## config.mk

```make
export PLATFORM = sky130hd
export DESIGN_NAME = srt_check_node
export DESIGN_NICKNAME = d
export VERILOG_FILES = /design/src/rtl/srt_pkg.sv /design/src/rtl/srt_part_scan.sv /design/src/rtl/srt_part_out.sv /design/src/rtl/srt_check_node.sv
export SDC_FILE = /design/constraint.sdc
export NUM_CORES = 1
export LEC_CHECK = 0
export BUFFER_PORTS_ARGS = -buffer_cell sky130_fd_sc_hd__buf_2
export CORE_UTILIZATION = 45
export DETAILED_ROUTE_END_ITERATION = 8
export PLACE_DENSITY_LB_ADDON = 0.12
export SKIP_LAST_GASP = 1
export SLEW_MARGIN = 10
export SYNTH_ARGS = -nofsm -noshare
export SYNTH_HDL_FRONTEND = slang
export SYNTH_SLANG_ARGS = --single-unit
export TNS_END_PERCENT = 100
```

## constraint.sdc

```tcl
create_clock -name clk -period 0.8 [get_ports clk]
set_input_delay 0.04 -clock clk [delete_from_list [all_inputs] [get_ports clk]]
set_output_delay 0.04 -clock clk [all_outputs]
set_load 0.02 [all_outputs]
```

## src/rtl/srt_pkg.sv

```systemverilog
package srt_pkg;

    // Fixed message format: unsigned magnitude, 3 fractional bits.
    localparam int MAG_W = 5;

    typedef logic [MAG_W-1:0] mag_t;

    typedef struct packed {
        mag_t min1;   // smallest local magnitude
        mag_t min2;   // second smallest local magnitude
        logic flag;   // local minimum strictly below threshold
        logic sx;     // XOR of local signs
    } part_stat_t;

    // Clip a value to the threshold when another partition is below it.
    function automatic mag_t clip_mag(mag_t v, mag_t t, logic other_low);
        return (other_low && (v > t)) ? t : v;
    endfunction

endpackage

```

## src/rtl/srt_part_scan.sv

```systemverilog
module srt_part_scan
    import srt_pkg::*;
#(
    parameter int PART_SIZE = 8
) (
    input  logic [PART_SIZE-1:0]       sgn,
    input  logic [PART_SIZE*MAG_W-1:0] mag,
    input  mag_t                       thresh,
    output part_stat_t                 stat,
    output logic [$clog2(PART_SIZE)-1:0] min_idx
);

    localparam int IDX_W = $clog2(PART_SIZE);

    mag_t             lo;
    mag_t             nx;
    mag_t             v;
    logic [IDX_W-1:0] at;

    always_comb begin
        lo = '1;
        nx = '1;
        at = '0;
        v  = '0;
        for (int k = 0; k < PART_SIZE; k++) begin
            v = mag[k*MAG_W +: MAG_W];
            if (v < lo) begin
                nx = lo;
                lo = v;
                at = IDX_W'(k);
            end else if (v < nx) begin
                nx = v;
            end
        end
        stat.min1 = lo;
        stat.min2 = nx;
        stat.flag = (lo < thresh);
        stat.sx   = ^sgn;
        min_idx   = at;
    end

endmodule

```

## src/rtl/srt_part_out.sv

```systemverilog
module srt_part_out
    import srt_pkg::*;
#(
    parameter int PART_SIZE = 8
) (
    input  part_stat_t                   stat,
    input  logic [$clog2(PART_SIZE)-1:0] min_idx,
    input  mag_t                         thresh,
    input  logic                         other_low,
    input  logic                         row_sx,
    input  logic [PART_SIZE-1:0]         sgn,
    output logic [PART_SIZE-1:0]         o_sgn,
    output logic [PART_SIZE*MAG_W-1:0]   o_mag
);

    localparam int IDX_W = $clog2(PART_SIZE);

    mag_t sel1;
    mag_t sel2;

    assign sel1 = clip_mag(stat.min1, thresh, other_low);
    assign sel2 = clip_mag(stat.min2, thresh, other_low);

    for (genvar k = 0; k < PART_SIZE; k++) begin : g_pos
        assign o_mag[k*MAG_W +: MAG_W] = (min_idx == IDX_W'(k)) ? sel2 : sel1;
        assign o_sgn[k] = row_sx ^ sgn[k];
    end

endmodule

```

## src/rtl/srt_check_node.sv

```systemverilog
module srt_check_node
    import srt_pkg::*;
#(
    parameter int ROW_W = 32,
    parameter int PARTS = 4
) (
    input  logic                   clk,
    input  logic                   rst_n,
    input  logic                   in_valid,
    input  logic [ROW_W-1:0]       in_sign,
    input  logic [ROW_W*MAG_W-1:0] in_mag,
    input  logic [MAG_W-1:0]       thresh,
    output logic                   out_valid,
    output logic [ROW_W-1:0]       out_sign,
    output logic [ROW_W*MAG_W-1:0] out_mag
);

    localparam int PART_SIZE = ROW_W / PARTS;
    localparam int IDX_W     = $clog2(PART_SIZE);
    localparam int PSEG      = PART_SIZE * MAG_W;

    typedef struct packed {
        logic                   valid;
        logic [ROW_W-1:0]       sgn;
        logic [ROW_W*MAG_W-1:0] mag;
    } out_state_t;

    part_stat_t             stat_w [PARTS];
    logic [IDX_W-1:0]       idx_w  [PARTS];
    logic [PARTS-1:0]       flag_w;
    logic [PARTS-1:0]       sx_w;
    logic                   row_sx;
    logic [ROW_W-1:0]       nxt_sgn;
    logic [ROW_W*MAG_W-1:0] nxt_mag;

    out_state_t state_d;
    out_state_t state_q;

    // Per-partition scan: local minima, flag and sign parity.
    for (genvar p = 0; p < PARTS; p++) begin : g_scan
        srt_part_scan #(.PART_SIZE(PART_SIZE)) u_scan (
            .sgn     (in_sign[p*PART_SIZE +: PART_SIZE]),
            .mag     (in_mag[p*PSEG +: PSEG]),
            .thresh  (thresh),
            .stat    (stat_w[p]),
            .min_idx (idx_w[p])
        );
        assign flag_w[p] = stat_w[p].flag;
        assign sx_w[p]   = stat_w[p].sx;
    end

    assign row_sx = ^sx_w;

    // Per-partition output: only the other partitions' flags are seen.
    for (genvar p = 0; p < PARTS; p++) begin : g_out
        logic [PARTS-1:0] others;
        assign others = flag_w & ~(PARTS'(1) << p);

        srt_part_out #(.PART_SIZE(PART_SIZE)) u_out (
            .stat      (stat_w[p]),
            .min_idx   (idx_w[p]),
            .thresh    (thresh),
            .other_low (|others),
            .row_sx    (row_sx),
            .sgn       (in_sign[p*PART_SIZE +: PART_SIZE]),
            .o_sgn     (nxt_sgn[p*PART_SIZE +: PART_SIZE]),
            .o_mag     (nxt_mag[p*PSEG +: PSEG])
        );
    end

    always_comb begin
        state_d       = state_q;
        state_d.valid = in_valid;
        if (in_valid) begin
            state_d.sgn = nxt_sgn;
            state_d.mag = nxt_mag;
        end
    end

    always_ff @(posedge clk or negedge rst_n) begin
        if (!rst_n) begin
            state_q <= '0;
        end else begin
            state_q <= state_d;
        end
    end

    assign out_valid = state_q.valid;
    assign out_sign  = state_q.sgn;
    assign out_mag   = state_q.mag;

endmodule

```

### Word-level counts from Yosys, hierarchy flattened

Cells that the tools add are included.
W data, S select, Z words.

| cells by class | value |
|---|---|
| muxes and demuxes | 156 |
| order comparisons | 72 |
| equality and inequality tests | 28 |
| reduce and logical (&&, ||, !) cells | 21 |
| bitwise gates (word level) | 32 |

Operators with widths:

| operator | count |
|---|---|
| $mux W5 | 128 |
| $lt A5 B5 Y1 | 56 |
| $eq A3 B3 Y1 const B | 16 |
| $mux W3 | 16 |
| $gt A5 B5 Y1 | 8 |
| $lt A5 B5 Y1 const B | 8 |
| $reduce_xor A8 Y1 | 4 |
| $xor A1 B1 Y1 | 32 |
| $eq A3 B2 Y1 const B | 8 |
| $mux W2 | 8 |
| $eq A3 B1 Y1 const B | 4 |
| $logic_not A3 Y1 | 4 |
| $reduce_or A3 Y1 | 4 |
| $logic_and A1 B1 Y1 | 8 |
| $mux W1 | 4 |
| $reduce_xor A4 Y1 | 1 |

| storage, ports and cells | value |
|---|---|
| output and inout bits | 193 |
| flip-flop bits (word level) | 193 |
| input bits | 200 |

### Logic depth before layout (Yosys ltp)

| logic depth | value |
|---|---|
| depth after elaboration | 26 |
| mapped depth | 77 |
| mapped depth without buffers | 73 |

### Hierarchy

Synthesis repeated with hierarchy kept, for this count alone.

| unflattened totals | value |
|---|---|
| cells, all modules | 2742 |
| area total of the unflattened synthesis | 23712.7 µm² |

Modules (own cells, without submodules):

| module | area each (µm²) | instances | cells an instance |
|---|---|---|---|
| srt_check_node | 7273.2 | 1 | 413 |
| srt_part_out | 912.1 | 4 | 109 |
| srt_part_scan at g_scan[0].u_scan | 3265.6 | 1 | 471 |
| srt_part_scan at g_scan[1].u_scan | 3248.1 | 1 | 483 |
| srt_part_scan at g_scan[3].u_scan | 3238.1 | 1 | 475 |
| srt_part_scan at g_scan[2].u_scan | 3039.2 | 1 | 464 |

### Worst setup path before layout

No wires, ideal clock.

| path | value |
|---|---|
| path type | in2reg |
| from | input in_mag[124] |
| to | register state_q, in the netlist out_mag[129] |
| stages on the path | 67 |
| setup slack | -12952 ps |
| arrival time | 13687 ps |
| required time | 735 ps |
| cells stage by stage | inv_1 > ha_1 > nand2_1 > or3_4 > o211ai_4 > clkbuf_1 > mux2i_1 > ha_1 > o21a_1 > o211ai_1 > and2_1 > clkbuf_1 > a211o_1 > clkbuf_1 > a21oi_1 > ha_1 > a2111oi_0 > a21o_1 > (+31 left out) > a211oi_1 > clkbuf_1 > nor2_1 > mux2i_1 > nor2b_1 > ha_1 > nor2b_1 > o21ai_0 > nand2b_1 > a21oi_1 > nor2b_1 > o221ai_1 > clkbuf_1 > nand2_1 > nor2_1 > nand3_1 > o22ai_1 > a211o_1 |

| between the ends | value |
|---|---|
| word-level cells in the longest chain between the ends | 26 |
| elaborated cells between the ends (all ways) | 50 |

RTL lines:

| item | line | source |
|---|---|---|
| start: declaration | srt_check_node.sv:11 | `input logic [ROW_W*MAG_W-1:0] in_mag,` |
| $lt A5 B5 Y1 | srt_part_scan.sv:27, srt_part_scan.sv:31 |  |
| $mux W5 * | srt_part_scan.sv:27, srt_part_scan.sv:31 |  |
| $lt A5 B5 Y1 | srt_part_scan.sv:27 | `if (v < lo) begin` |
| $mux W5 | srt_part_scan.sv:27 |  |
| $lt A5 B5 Y1 | srt_part_scan.sv:31 | `end else if (v < nx) begin` |
| $mux W5 | srt_part_scan.sv:31 |  |
| $mux W5 | srt_part_scan.sv:27 |  |
| $lt A5 B5 Y1 | srt_part_scan.sv:31 |  |
| (+10 left out) | -- |  |
| $mux W5 | srt_part_scan.sv:27 |  |
| $lt A5 B5 Y1 | srt_part_scan.sv:31 |  |
| $mux W5 | srt_part_scan.sv:31 |  |
| $mux W5 | srt_part_scan.sv:27 |  |
| $gt A5 B5 Y1 | srt_pkg.sv:17 | `return (other_low && (v > t)) ? t : v;` |
| $logic_and A1 B1 Y1 | srt_pkg.sv:17 |  |
| $mux W5 | srt_pkg.sv:17 |  |
| $mux W5 * | srt_part_out.sv:25 | `assign o_mag[k*MAG_W +: MAG_W] = (min_idx == IDX_W'(k)) ? sel2 : sel1;` |
| end signal: assignment | srt_check_node.sv:84 | `state_q <= state_d;` |
| end: declaration | srt_check_node.sv:37 | `out_state_t state_q;` |

Every way passes the cells marked *; elsewhere a longest branch is shown, timed or not.
A chain may end at the register's enable or synchronous reset.

### Worst setup path in the final report

| path | value |
|---|---|
| from | input in_mag[45] |
| to | register state_q, in the netlist out_mag[77] |

| between the ends | value |
|---|---|
| word-level cells in the longest chain between the ends | 25 |
| elaborated cells between the ends (all ways) | 50 |

RTL lines:

| item | line |
|---|---|
| $lt A5 B5 Y1 | srt_part_scan.sv:31 |
| $mux W5 | srt_part_scan.sv:31 |
| $mux W5 | srt_part_scan.sv:27 |
| $lt A5 B5 Y1 | srt_part_scan.sv:31 |
| $mux W5 | srt_part_scan.sv:31 |
| $mux W5 | srt_part_scan.sv:27 |
| $lt A5 B5 Y1 | srt_part_scan.sv:31 |
| $mux W5 | srt_part_scan.sv:31 |
| (+9 left out) | -- |
| $mux W5 | srt_part_scan.sv:27 |
| $lt A5 B5 Y1 | srt_part_scan.sv:31 |
| $mux W5 | srt_part_scan.sv:31 |
| $mux W5 | srt_part_scan.sv:27 |
| $gt A5 B5 Y1 | srt_pkg.sv:17 |
| $logic_and A1 B1 Y1 | srt_pkg.sv:17 |
| $mux W5 | srt_pkg.sv:17 |
| $mux W5 * | srt_part_out.sv:25 |

Marked as above.

==> impl_metrics.json <==
{
  "status": "finished, violations left",
  "violations": "negative setup slack",
  "fin_skew_ps": 0,
  "ctsRootBufferMaster": "clkbuf_16",
  "die_area_sq_um": 51000,
  "synth-edff-count": 0,
  "cp_max_fo": 6,
  "syn_area_sq_um": 22600,
  "synth_area_leader_cell": "dfrtp_1",
  "start_util_pct": 45.9,
  "final_common_cell": "buf_4",
  "drtAntennaViolNets": 0,
  "relSlewSlack_pct": 42.5,
  "required_ps": 1200,
  "syn_nets": 3276,
  "p_sw_share_pct": 48.3,
  "syn_area_per_cell_sq_um": 7.79,
  "worst_slew_pin_slew_ps": 856,
  "slowest_stage": "maj3_2",
  "antenna_found_initial": 4,
  "fin_nets": 4937,
  "cts_buffer_depth": 2,
  "rr_worst_depth": 2,
  "synth.distinct_cells": 118,
  "max_cap_viol_count": 0,
  "synth_flop_cell": "dfrtp_1",
  "power_frac_seq_pct": 8.4,
  "dp.final_hpwl_mm": 78.0,
  "setup_slack_ps": -10780,
  "grt_max_degree": 46,
  "grt_pass1_vias": 31081,
  "overflow": 0,
  "pwr-share-comb_pct": 87.4,
  "yosysTopAreaCellShare_pct": 21.4,
  "fp-row-count": 81,
  "gp_congestion": 1.00,
  "p_int_mw": 113,
  "setup_viol": 385,
  "slew_violations": 0,
  "clock-sinks": 193,
  "mostFrequentLayoutCells": "1292 x buf_4, 384 x buf_2, 251 x nor2_1, 232 x nand2_1, 193 x dfrtp_1",
  "p_clk_share_pct": 4.1,
  "async_flop_share_pct": 100,
  "die_w_um": 226,
  "grt_pass1_wl_mm": 159,
  "crit_type": "in2reg",
  "critical-path-max-stage-delay_ps": 350,
  "drive_gt1_share_pct": 52.5,
  "hp-class": "in2async",
  "drcViolationCount": 0,
  "final_cell_area_sq_um": 39200,
  "ir_worst_vdd_uv": 3150,
  "reg2reg_from": "out_mag[11]",
  "track_usage_pct": 38.5,
  "r2r_slack_ps": -210,
  "port_buffers": 392,
  "placed_area_sq_um": 34800,
  "vias": 31124,
  "pin_count": 393,
  "netlist_instances": 2896,
  "endpoint_kind": "flip-flop",
  "drt_iter0_markers": 2417,
  "r2r-end": "out_mag[11]",
  "vias_per_cell": 5.94,
  "ys_ff_latch": 193,
  "finalWirelength_mm": 104,
  "max_freq_mhz": 86.3,
  "rsz0062_at_grt": "true",
  "finalCriticalPeriod_ps": 11580,
  "area_delta_synth_final_pct": 73.5,
  "ys_warn_count": 0,
  "wl_per_cell_um": 19.9,
  "p_switching_mw": 106,
  "worstPathArrival_ps": 11980,
  "crit_path_start_kind": "input pin",
  "crit_end": "out_mag[77]",
  "p_per_area_nw_per_um2": 5580,
  "cts_tree": "yes",
  "fp.dieH_um": 226,
  "hold_viol_final": 0,
  "ys_seq_area_share_pct": 21.4,
  "p_total_mw": 219,
  "cp-startpoint": "in_mag[45]",
  "clock_latency_ps": 470,
  "leakagePower_nw": 18.7,
  "core_area_sq_um": 49200,
  "ys_top_cells_by_area": "dfrtp_1 21%, ha_1 10%, nor2_1 5.0%",
  "cts_max_level": 4,
  "post-route-period-util_pct": 1450,
  "numCtsBuffers": 17,
  "clk_pin_slew_worst_paths_ps": 80,
  "first_pass_iters": 6
}
layout make-up:
type / count / area [sq um]
multi-input cells: 2441 / 19700
repair buffers: 1755 / 12600
fillers: 3255 / 10000
flip-flops and latches: 193 / 4830
well taps: 664 / 831
inverters: 149 / 583
clock buffers: 18 / 439
clock inverters: 14 / 160
diodes: 3 / 7.51
critical path, delay by kind of cell:
| family | cells | cell delay (ps) |
|---|---|---|
| multiplexers | 4 | 1060 |
| buffers and inverters | 8 | 1020 |
| AND/OR/NAND/NOR | 24 | 3010 |
| AO/OA/AOI/OAI | 29 | 4510 |
| adder cells (fa/ha/maj) | 8 | 2320 |
worst min path at each step:
stage,startpoint,to,slack (ps),depth (start not counted)
3_3_place_gp,rst_n,out_mag[64],-70,1
5_1_grt,rst_n,out_mag[72],7,2
3_5_place_dp,rst_n,out_mag[64],-70,1
4_1_cts,rst_n,out_mag[106],-8,2
6_report,rst_n,out_mag[72],2,2
2_1_floorplan,rst_n,out_mag[0],-260,0
Yosys cell counts, types with 45 or more instances:
| library cell | n |
|---|---|
| ha_1 | 180 |
| clkbuf_1 | 101 |
| nand3_1 | 63 |
| a22oi_1 | 55 |
| nor2_1 | 298 |
| mux2i_1 | 69 |
| o21a_1 | 45 |
| a31oi_1 | 53 |
| nand2_1 | 261 |
| o211ai_1 | 46 |
| nor3_1 | 63 |
| xnor2_1 | 60 |
| a21oi_1 | 204 |
| dfrtp_1 | 193 |
| inv_1 | 146 |
| o21ai_0 | 202 |
| nand2b_1 | 49 |
| mux2_2 | 67 |
what timing repair did:
item | 4_1_cts | 5_1_grt
setup endpoints to repair | 385 | 385
setup buffers | 159 | 39
hold buffers | 1 | 0
gates cloned | 5 | 0
pin swaps | 280 | 116
hold endpoints to repair | 193 | 0
resized for setup | 380 | 146
sequential cells by signal (all words and copies together) (netlist names):
| signal | cells |
|---|---|
| out_mag | 160 |
| out_valid | 1 |
| out_sign | 32 |
logic make-up after synthesis:
family,share of synthesized area [%]
and+or+nand+nor,20.0
buffers and inverters,4.50
adders and majority gates,10.7
xor gates and xnor gates,2.48
DFF,21.4
muxes,6.52
AOI/OAI and AO/OA,34.4
through the flow:
step	TNS, ps	cells	worst slack (ps)	utilization, %	hold WS [ps]
after floorplan	-1696030	2896	-10660	-	-256
after global placement	-1758610	5001	-11020	70.9	-67.0
after detailed placement	-1785460	5001	-11090	70.9	-65.2
after CTS	-1651880	5198	-10070	77.7	-8.25
after global routing	-1820050	5234	-11090	79.6	6.55
final	-1735540	5237	-10780	79.7	1.90
power by group through the flow:
stage | Combinational (mW) | Sequential (mW) | Clock [mW]
after floorplan | 81.8 | 23.6 | 0
after global placement | 147 | 18.0 | 0
after detailed placement | 152 | 18.3 | 0
after CTS | 177 | 18.2 | 9.08
after global routing | 202 | 18.8 | 9.47
final | 191 | 18.4 | 9.03
per-layer routing:
| metal | vias up | global-route usage [%] | wire length (um) | share of wire, % |
|---|---|---|---|---|
| met2 | 1461 | 65.8 | 49500 | 48 |
| met5 | - | 0 | 15 | 0.014 |
| met1 | 14916 | 46.0 | 41400 | 40 |
| met3 | 396 | 8.30 | 7990 | 7.7 |
| met4 | 2 | 17.7 | 5340 | 5.1 |
| li1 | 14349 | - | - | - |
Power figures use the tool's default switching activity.
